===== src/rtl/irq_ctx_pkg.sv =====
package irq_ctx_pkg;

  typedef enum logic [2:0] {
    ST_IDLE,
    ST_PUSH_LO,
    ST_PUSH_HI,
    ST_LOAD_VEC,
    ST_POP_HI,
    ST_POP_LO,
    ST_RESTORE
  } seq_state_t;

  // strobes from control to datapath
  typedef struct packed {
    logic capEntry;  // latch the entry context
    logic spInc;     // advance the pointer by one word
    logic spDec;     // move the pointer back by one word
    logic addrPre;   // address = pointer minus one word
    logic wrHi;      // write the packed upper frame word
    logic capHi;     // latch returning upper frame word
    logic restore;   // outputs come from the popped frame
    logic loadOut;   // present the load strobe
    logic memWe;
    logic memRe;
  } strobe_t;

endpackage


===== src/rtl/irq_ctx_ctrl.sv =====
module irq_ctx_ctrl
  import irq_ctx_pkg::*;
(
  input  logic    clk,
  input  logic    rstN,
  input  logic    entryReq,
  input  logic    retReq,
  output strobe_t strobe,
  output logic    busy,
  output logic    done
);

  seq_state_t state, nextState;

  always_ff @(posedge clk) begin
    if (!rstN) state <= ST_IDLE;
    else       state <= nextState;
  end

  always_comb begin
    nextState = state;
    strobe    = '0;
    unique case (state)
      ST_IDLE: begin
        if (entryReq) begin
          nextState       = ST_PUSH_LO;
          strobe.capEntry = 1'b1;
        end else if (retReq) begin
          nextState = ST_POP_HI;
        end
      end
      ST_PUSH_LO: begin
        strobe.memWe = 1'b1;
        strobe.spInc = 1'b1;
        nextState    = ST_PUSH_HI;
      end
      ST_PUSH_HI: begin
        strobe.memWe = 1'b1;
        strobe.wrHi  = 1'b1;
        strobe.spInc = 1'b1;
        nextState    = ST_LOAD_VEC;
      end
      ST_LOAD_VEC: begin
        strobe.loadOut = 1'b1;
        nextState      = ST_IDLE;
      end
      ST_POP_HI: begin
        strobe.memRe   = 1'b1;
        strobe.addrPre = 1'b1;
        strobe.spDec   = 1'b1;
        nextState      = ST_POP_LO;
      end
      ST_POP_LO: begin
        strobe.memRe   = 1'b1;
        strobe.addrPre = 1'b1;
        strobe.spDec   = 1'b1;
        strobe.capHi   = 1'b1;
        nextState      = ST_RESTORE;
      end
      ST_RESTORE: begin
        strobe.restore = 1'b1;
        strobe.loadOut = 1'b1;
        nextState      = ST_IDLE;
      end
      default: nextState = ST_IDLE;
    endcase
  end

  assign busy = (state != ST_IDLE);
  assign done = strobe.loadOut;

endmodule


===== src/rtl/irq_ctx_datapath.sv =====
module irq_ctx_datapath
  import irq_ctx_pkg::*;
#(
  parameter int PC_W     = 23,
  parameter int WORD_W   = 16,
  parameter int SP_W     = 16,
  parameter int STAT_W   = 8,
  parameter int PRIO_W   = 3,
  parameter int PRIO_LSB = 5,
  parameter logic [SP_W-1:0] SP_INIT = '0
) (
  input  logic              clk,
  input  logic              rstN,
  input  strobe_t           strobe,
  input  logic [PRIO_W-1:0] entryLevel,
  input  logic [PC_W-1:0]   entryVector,
  input  logic [PC_W-1:0]   curPc,
  input  logic [STAT_W-1:0] curStatus,
  input  logic              trapIn,
  input  logic [WORD_W-1:0] memRdata,
  output logic [SP_W-1:0]   memAddr,
  output logic [WORD_W-1:0] memWdata,
  output logic [SP_W-1:0]   spValue,
  output logic [PC_W-1:0]   ctxPc,
  output logic [STAT_W-1:0] ctxStatus,
  output logic              ctxTrap
);

  localparam int PC_HI_W = PC_W - WORD_W;
  localparam logic [SP_W-1:0] STEP = SP_W'(WORD_W / 8);

  logic [SP_W-1:0]   spReg;
  logic [PC_W-1:0]   pcHold;
  logic [PC_W-1:0]   vecHold;
  logic [STAT_W-1:0] statHold;
  logic [PRIO_W-1:0] lvlHold;
  logic              trapHold;
  logic [WORD_W-1:0] hiWord;
  logic [STAT_W-1:0] raisedStat;

  always_ff @(posedge clk) begin
    if (!rstN) begin
      spReg <= SP_INIT;
    end else if (strobe.spInc) begin
      spReg <= spReg + STEP;
    end else if (strobe.spDec) begin
      spReg <= spReg - STEP;
    end
  end

  always_ff @(posedge clk) begin
    if (!rstN) begin
      pcHold   <= '0;
      vecHold  <= '0;
      statHold <= '0;
      lvlHold  <= '0;
      trapHold <= 1'b0;
    end else if (strobe.capEntry) begin
      pcHold   <= curPc;
      vecHold  <= entryVector;
      statHold <= curStatus;
      lvlHold  <= entryLevel;
      trapHold <= trapIn;
    end
  end

  always_ff @(posedge clk) begin
    if (!rstN)             hiWord <= '0;
    else if (strobe.capHi) hiWord <= memRdata;
  end

  assign memAddr = strobe.addrPre ? (spReg - STEP) : spReg;
  assign spValue = spReg;

  always_comb begin
    if (strobe.wrHi) memWdata = {statHold, trapHold, pcHold[PC_W-1 -: PC_HI_W]};
    else             memWdata = pcHold[WORD_W-1:0];
  end

  always_comb begin
    raisedStat = statHold;
    raisedStat[PRIO_LSB +: PRIO_W] = lvlHold;
  end

  always_comb begin
    if (strobe.restore) begin
      ctxPc     = {hiWord[PC_HI_W-1:0], memRdata};
      ctxStatus = hiWord[WORD_W-1 -: STAT_W];
      ctxTrap   = hiWord[PC_HI_W];
    end else begin
      ctxPc     = vecHold;
      ctxStatus = raisedStat;
      ctxTrap   = 1'b0;
    end
  end

endmodule


===== src/rtl/irq_ctx_stacker.sv =====
module irq_ctx_stacker
  import irq_ctx_pkg::*;
#(
  parameter int PC_W     = 23,
  parameter int WORD_W   = 16,
  parameter int SP_W     = 16,
  parameter int STAT_W   = 8,
  parameter int PRIO_W   = 3,
  parameter int PRIO_LSB = 5,
  parameter logic [SP_W-1:0] SP_INIT = 16'h0400
) (
  input  logic              clk,
  input  logic              rstN,
  input  logic              entryReq,
  input  logic [PRIO_W-1:0] entryLevel,
  input  logic [PC_W-1:0]   entryVector,
  input  logic              retReq,
  input  logic [PC_W-1:0]   curPc,
  input  logic [STAT_W-1:0] curStatus,
  input  logic              trapIn,
  output logic              memWe,
  output logic              memRe,
  output logic [SP_W-1:0]   memAddr,
  output logic [WORD_W-1:0] memWdata,
  input  logic [WORD_W-1:0] memRdata,
  output logic [SP_W-1:0]   spValue,
  output logic              ctxLoad,
  output logic [PC_W-1:0]   ctxPc,
  output logic [STAT_W-1:0] ctxStatus,
  output logic              ctxTrap,
  output logic              busy,
  output logic              done
);

  strobe_t strobe;

  irq_ctx_ctrl u_ctrl (
    .clk      (clk),
    .rstN     (rstN),
    .entryReq (entryReq),
    .retReq   (retReq),
    .strobe   (strobe),
    .busy     (busy),
    .done     (done)
  );

  irq_ctx_datapath #(
    .PC_W     (PC_W),
    .WORD_W   (WORD_W),
    .SP_W     (SP_W),
    .STAT_W   (STAT_W),
    .PRIO_W   (PRIO_W),
    .PRIO_LSB (PRIO_LSB),
    .SP_INIT  (SP_INIT)
  ) u_dp (
    .clk         (clk),
    .rstN        (rstN),
    .strobe      (strobe),
    .entryLevel  (entryLevel),
    .entryVector (entryVector),
    .curPc       (curPc),
    .curStatus   (curStatus),
    .trapIn      (trapIn),
    .memRdata    (memRdata),
    .memAddr     (memAddr),
    .memWdata    (memWdata),
    .spValue     (spValue),
    .ctxPc       (ctxPc),
    .ctxStatus   (ctxStatus),
    .ctxTrap     (ctxTrap)
  );

  assign memWe   = strobe.memWe;
  assign memRe   = strobe.memRe;
  assign ctxLoad = strobe.loadOut;

endmodule


===== config.mk =====
export PLATFORM = sky130hd
export DESIGN_NAME = irq_ctx_stacker
export DESIGN_NICKNAME = d
export VERILOG_FILES = /design/src/rtl/irq_ctx_pkg.sv /design/src/rtl/irq_ctx_ctrl.sv /design/src/rtl/irq_ctx_datapath.sv /design/src/rtl/irq_ctx_stacker.sv
export SDC_FILE = /design/constraint.sdc
export NUM_CORES = 1
export LEC_CHECK = 0
export BUFFER_PORTS_ARGS = -buffer_cell sky130_fd_sc_hd__buf_4
export CORE_ASPECT_RATIO = 0.9
export CORE_MARGIN = 5
export CORE_UTILIZATION = 36
export CTS_CLUSTER_SIZE = 40
export DETAILED_ROUTE_END_ITERATION = 7
export PLACE_DENSITY_LB_ADDON = 0.1
export SKIP_LAST_GASP = 1
export SYNTH_ARGS = -nofsm -noshare
export SYNTH_HDL_FRONTEND = slang
export SYNTH_HIERARCHICAL = 1
export SYNTH_SLANG_ARGS = --single-unit

===== constraint.sdc =====
create_clock -name clk -period 2.03 [get_ports clk]
set_input_delay 0 -clock clk [delete_from_list [all_inputs] [get_ports clk]]
set_output_delay 0 -clock clk [all_outputs]
set_load 0.005 [all_outputs]

==> reports/metrics.cfg <==
[cts]
worstSkewPairLatency_ns = 0.34
htreeDepth = 3
cts_sinks = 92
clk_path_buf_depth = 2
cts_buffers = 9
path_clk_slew_ns = 0.06
clockRootBuffer = clkbuf_16
tritoncts = yes

[global_routing]
grt_pass1_wl_um = 20800
grt-ovfl-total = 0
grt_max_degree = 49
track_usage = 0.173
antenna_found_initial = 0
grt_pass1_vias = 4312

[detailed_routing]
drtIter0Drc = 224
routed_via_density = 4.70
vias = 4138
drc = 0
antenna_left = 0
finalWirelength_um = 13000
dr.pass1.iters = 4
wl_per_cell_um = 14.8

[power_and_ir_drop]
p_sw_mw = 1.39
seqPwrFrac = 0.391
switching_share = 0.269
p_int_mw = 3.76
p_leak_nw = 3.21
finalPower_mw = 5.15
p_comb_frac = 0.281
clockPowerShare = 0.327
peakVddDrop_v = 0.000612
powerDensity_nw_per_um2 = 716

[timing]
max_freq_mhz = 471
tightest_slew_ns = 0.525
fin_ws_ns = -0.0941
fin_skew_ns = 0.00503
finalCritPeriodShare = 1.05
report.final.slew_viol_count = 0
hold_viol_final = 0
fin_tns_setup_ns = -0.116
relSlewSlack = 0.650
finalSetupViolations = 2
rsz0062_at_grt = true
finalCriticalPeriod_ns = 2.12

[status]
violations = negative setup slack
status = finished, violations left

[final_layout]
fillCellCount = 1090
area_delta_synth_final_pct = 58.1
nNetsFinal = 791
layout_common_cells = buf_4 (191), dfxtp_1 (91), nor2_1 (90)
drive_above_1_share = 0.394
final_cell_area_um2 = 7190
final_common_cell = buf_4
n_antenna_cell = 0

[synth]
netlist_area_um2 = 4550
synth_async_sr_flop_share = 0
synthAdderAreaFrac = 0.00550
syn_avg_cell_area_um2 = 9.68
synth_xor_xnor_area_share = 0.0421
seq_area_frac_synth = 0.405
ys.flop_type = dfxtp_1
synth_edf_count = 0
synth-simple-area-share = 0.173
synth_top_family_by_area = multiplexers
yosysUniqueCellTypes = 46
synth-seq-cells = 92
yosysWarnings = 6
synth_cells = 470
synth_mux_area_frac = 0.290
synth_compound_area_frac = 0.0283

[worst_hold_path]
hold_class = in2reg

[setup_path]
timing.rr.start = u_ctrl/state[1]
crit_path_end_kind = primary output
critPathLaunch = u_dp/spValue[2]
ff2ff_path_depth = 6
cp_data_required_time_ns = 2.03
crit_fanout = 4
cp.arrival_ns = 2.12
critPathCapture = memAddr[13]
r2r-end = u_dp/spValue[10]
crit_type = reg2out
start_kind = flip-flop
r2r_slack_ns = 0.17

[die]
initial_core_util = 0.363
die-height_um = 117
die_w_um = 129
fp.coreArea_um2 = 12500
placementRows = 39
io_pins = 163
dieArea_um2 = 15000

[placed_design]
post_dp_cell_area_um2 = 6050
gp_congestion = 0.891
dp_hpwl_um = 9050
numPortBuffers = 160

[flow_run]
maxCapViolCount = 0

critical path, stage by stage (launching register included):
cell and delay [ns]:
dfxtp_1 0.32, inv_2 0.07, ha_4 0.14, and4bb_1 0.23, or3b_4 0.40, or3_4 0.35
xnor2_2 0.13, buf_4 0.14
synth_stat cells, drive strengths merged (5+ instances only):
master   n  area, um^2
or3      5        46.3
buf     21         140
nor3    20         100
xor2     6        52.6
clkbuf  21        78.8
mux2i   78         781
nand2    8        30.0
inv      8        30.0
mux2    48         541
nor2    92         348
nand2b   7        43.8
xnor2   15         139
dfxtp   92        1840
nand3    5        25.0
per-stage QoR:
step	std cells	util	hold slack (ns)	setup slack, ns
2_1_floorplan	471	-	0.118	-0.136
3_3_place_gp	784	0.483	0.233	0.175
3_5_place_dp	784	0.483	0.241	0.133
4_1_cts	877	0.570	0.0268	-0.142
5_1_grt	880	0.574	0.0429	-0.171
6_report	880	0.574	0.0390	-0.0941
power groups by stage:
stage          Clock [mW]  Combinational, mW  Sequential, mW
2_1_floorplan           0              0.706            2.05
3_3_place_gp            0               1.27            2.05
3_5_place_dp            0               1.29            2.05
4_1_cts              1.76               1.45            2.01
5_1_grt              1.82               1.59            2.03
6_report             1.69               1.45            2.02
final cells by class:
class | count | area [um^2] | share of cell area
repair buffers | 271 | 2280 | 0.318
well taps | 164 | 205 | 0.0285
clock inverters | 6 | 63.8 | 0.00887
multi-input cells | 329 | 2530 | 0.351
flip-flops and latches | 92 | 1840 | 0.256
clock buffers | 10 | 239 | 0.0332
inverters | 8 | 30.0 | 0.00417
repair_timing:
item	4_1_cts	5_1_grt
resized for setup	7	5
endpoints found under the hold margin	77	0
setup buffers	2	3
hold buffers	75	0
setup endpoints to repair	5	8
pin swaps	1	1
cells by family after synthesis:
family	count (synthesis)
simple gates	160
mux	126
flops	92
buf+inv	50
xor+xnor	21
compound gates	18
fa+ha+maj	2
other cells	1
state kept, by name, summed over array words and instances, names as in the netlist:
name and count:
u_dp/spValue 15, u_ctrl/state 3, u_dp/trapHold 1, u_dp/vecHold 23, u_dp/pcHold 23, u_dp/lvlHold 3
u_dp/statHold 8, u_dp/hiWord 16
worst min path at each step:
stage | start | to | cells after the start
after CTS | entryReq | u_ctrl/state[2] | 3
after floorplan | rstN | u_ctrl/state[1] | 1
final | entryReq | u_ctrl/state[2] | 3
after detailed placement | curStatus[3] | u_dp/statHold[3] | 3
after global placement | entryVector[18] | u_dp/vecHold[18] | 3
after global routing | entryReq | u_ctrl/state[2] | 3
per-layer routing:
metal / part of all wire / global-route usage / up-vias
li1: - / - / 2087
met1: 0.40 / 0.193 / 1928
met3: 0.071 / 0.0626 / 14
met2: 0.51 / 0.311 / 109
met4: 0.014 / 0.0497 / 0
met5: 0 / 0 / -
No activity file was read; power rests on OpenSTA's default activity.
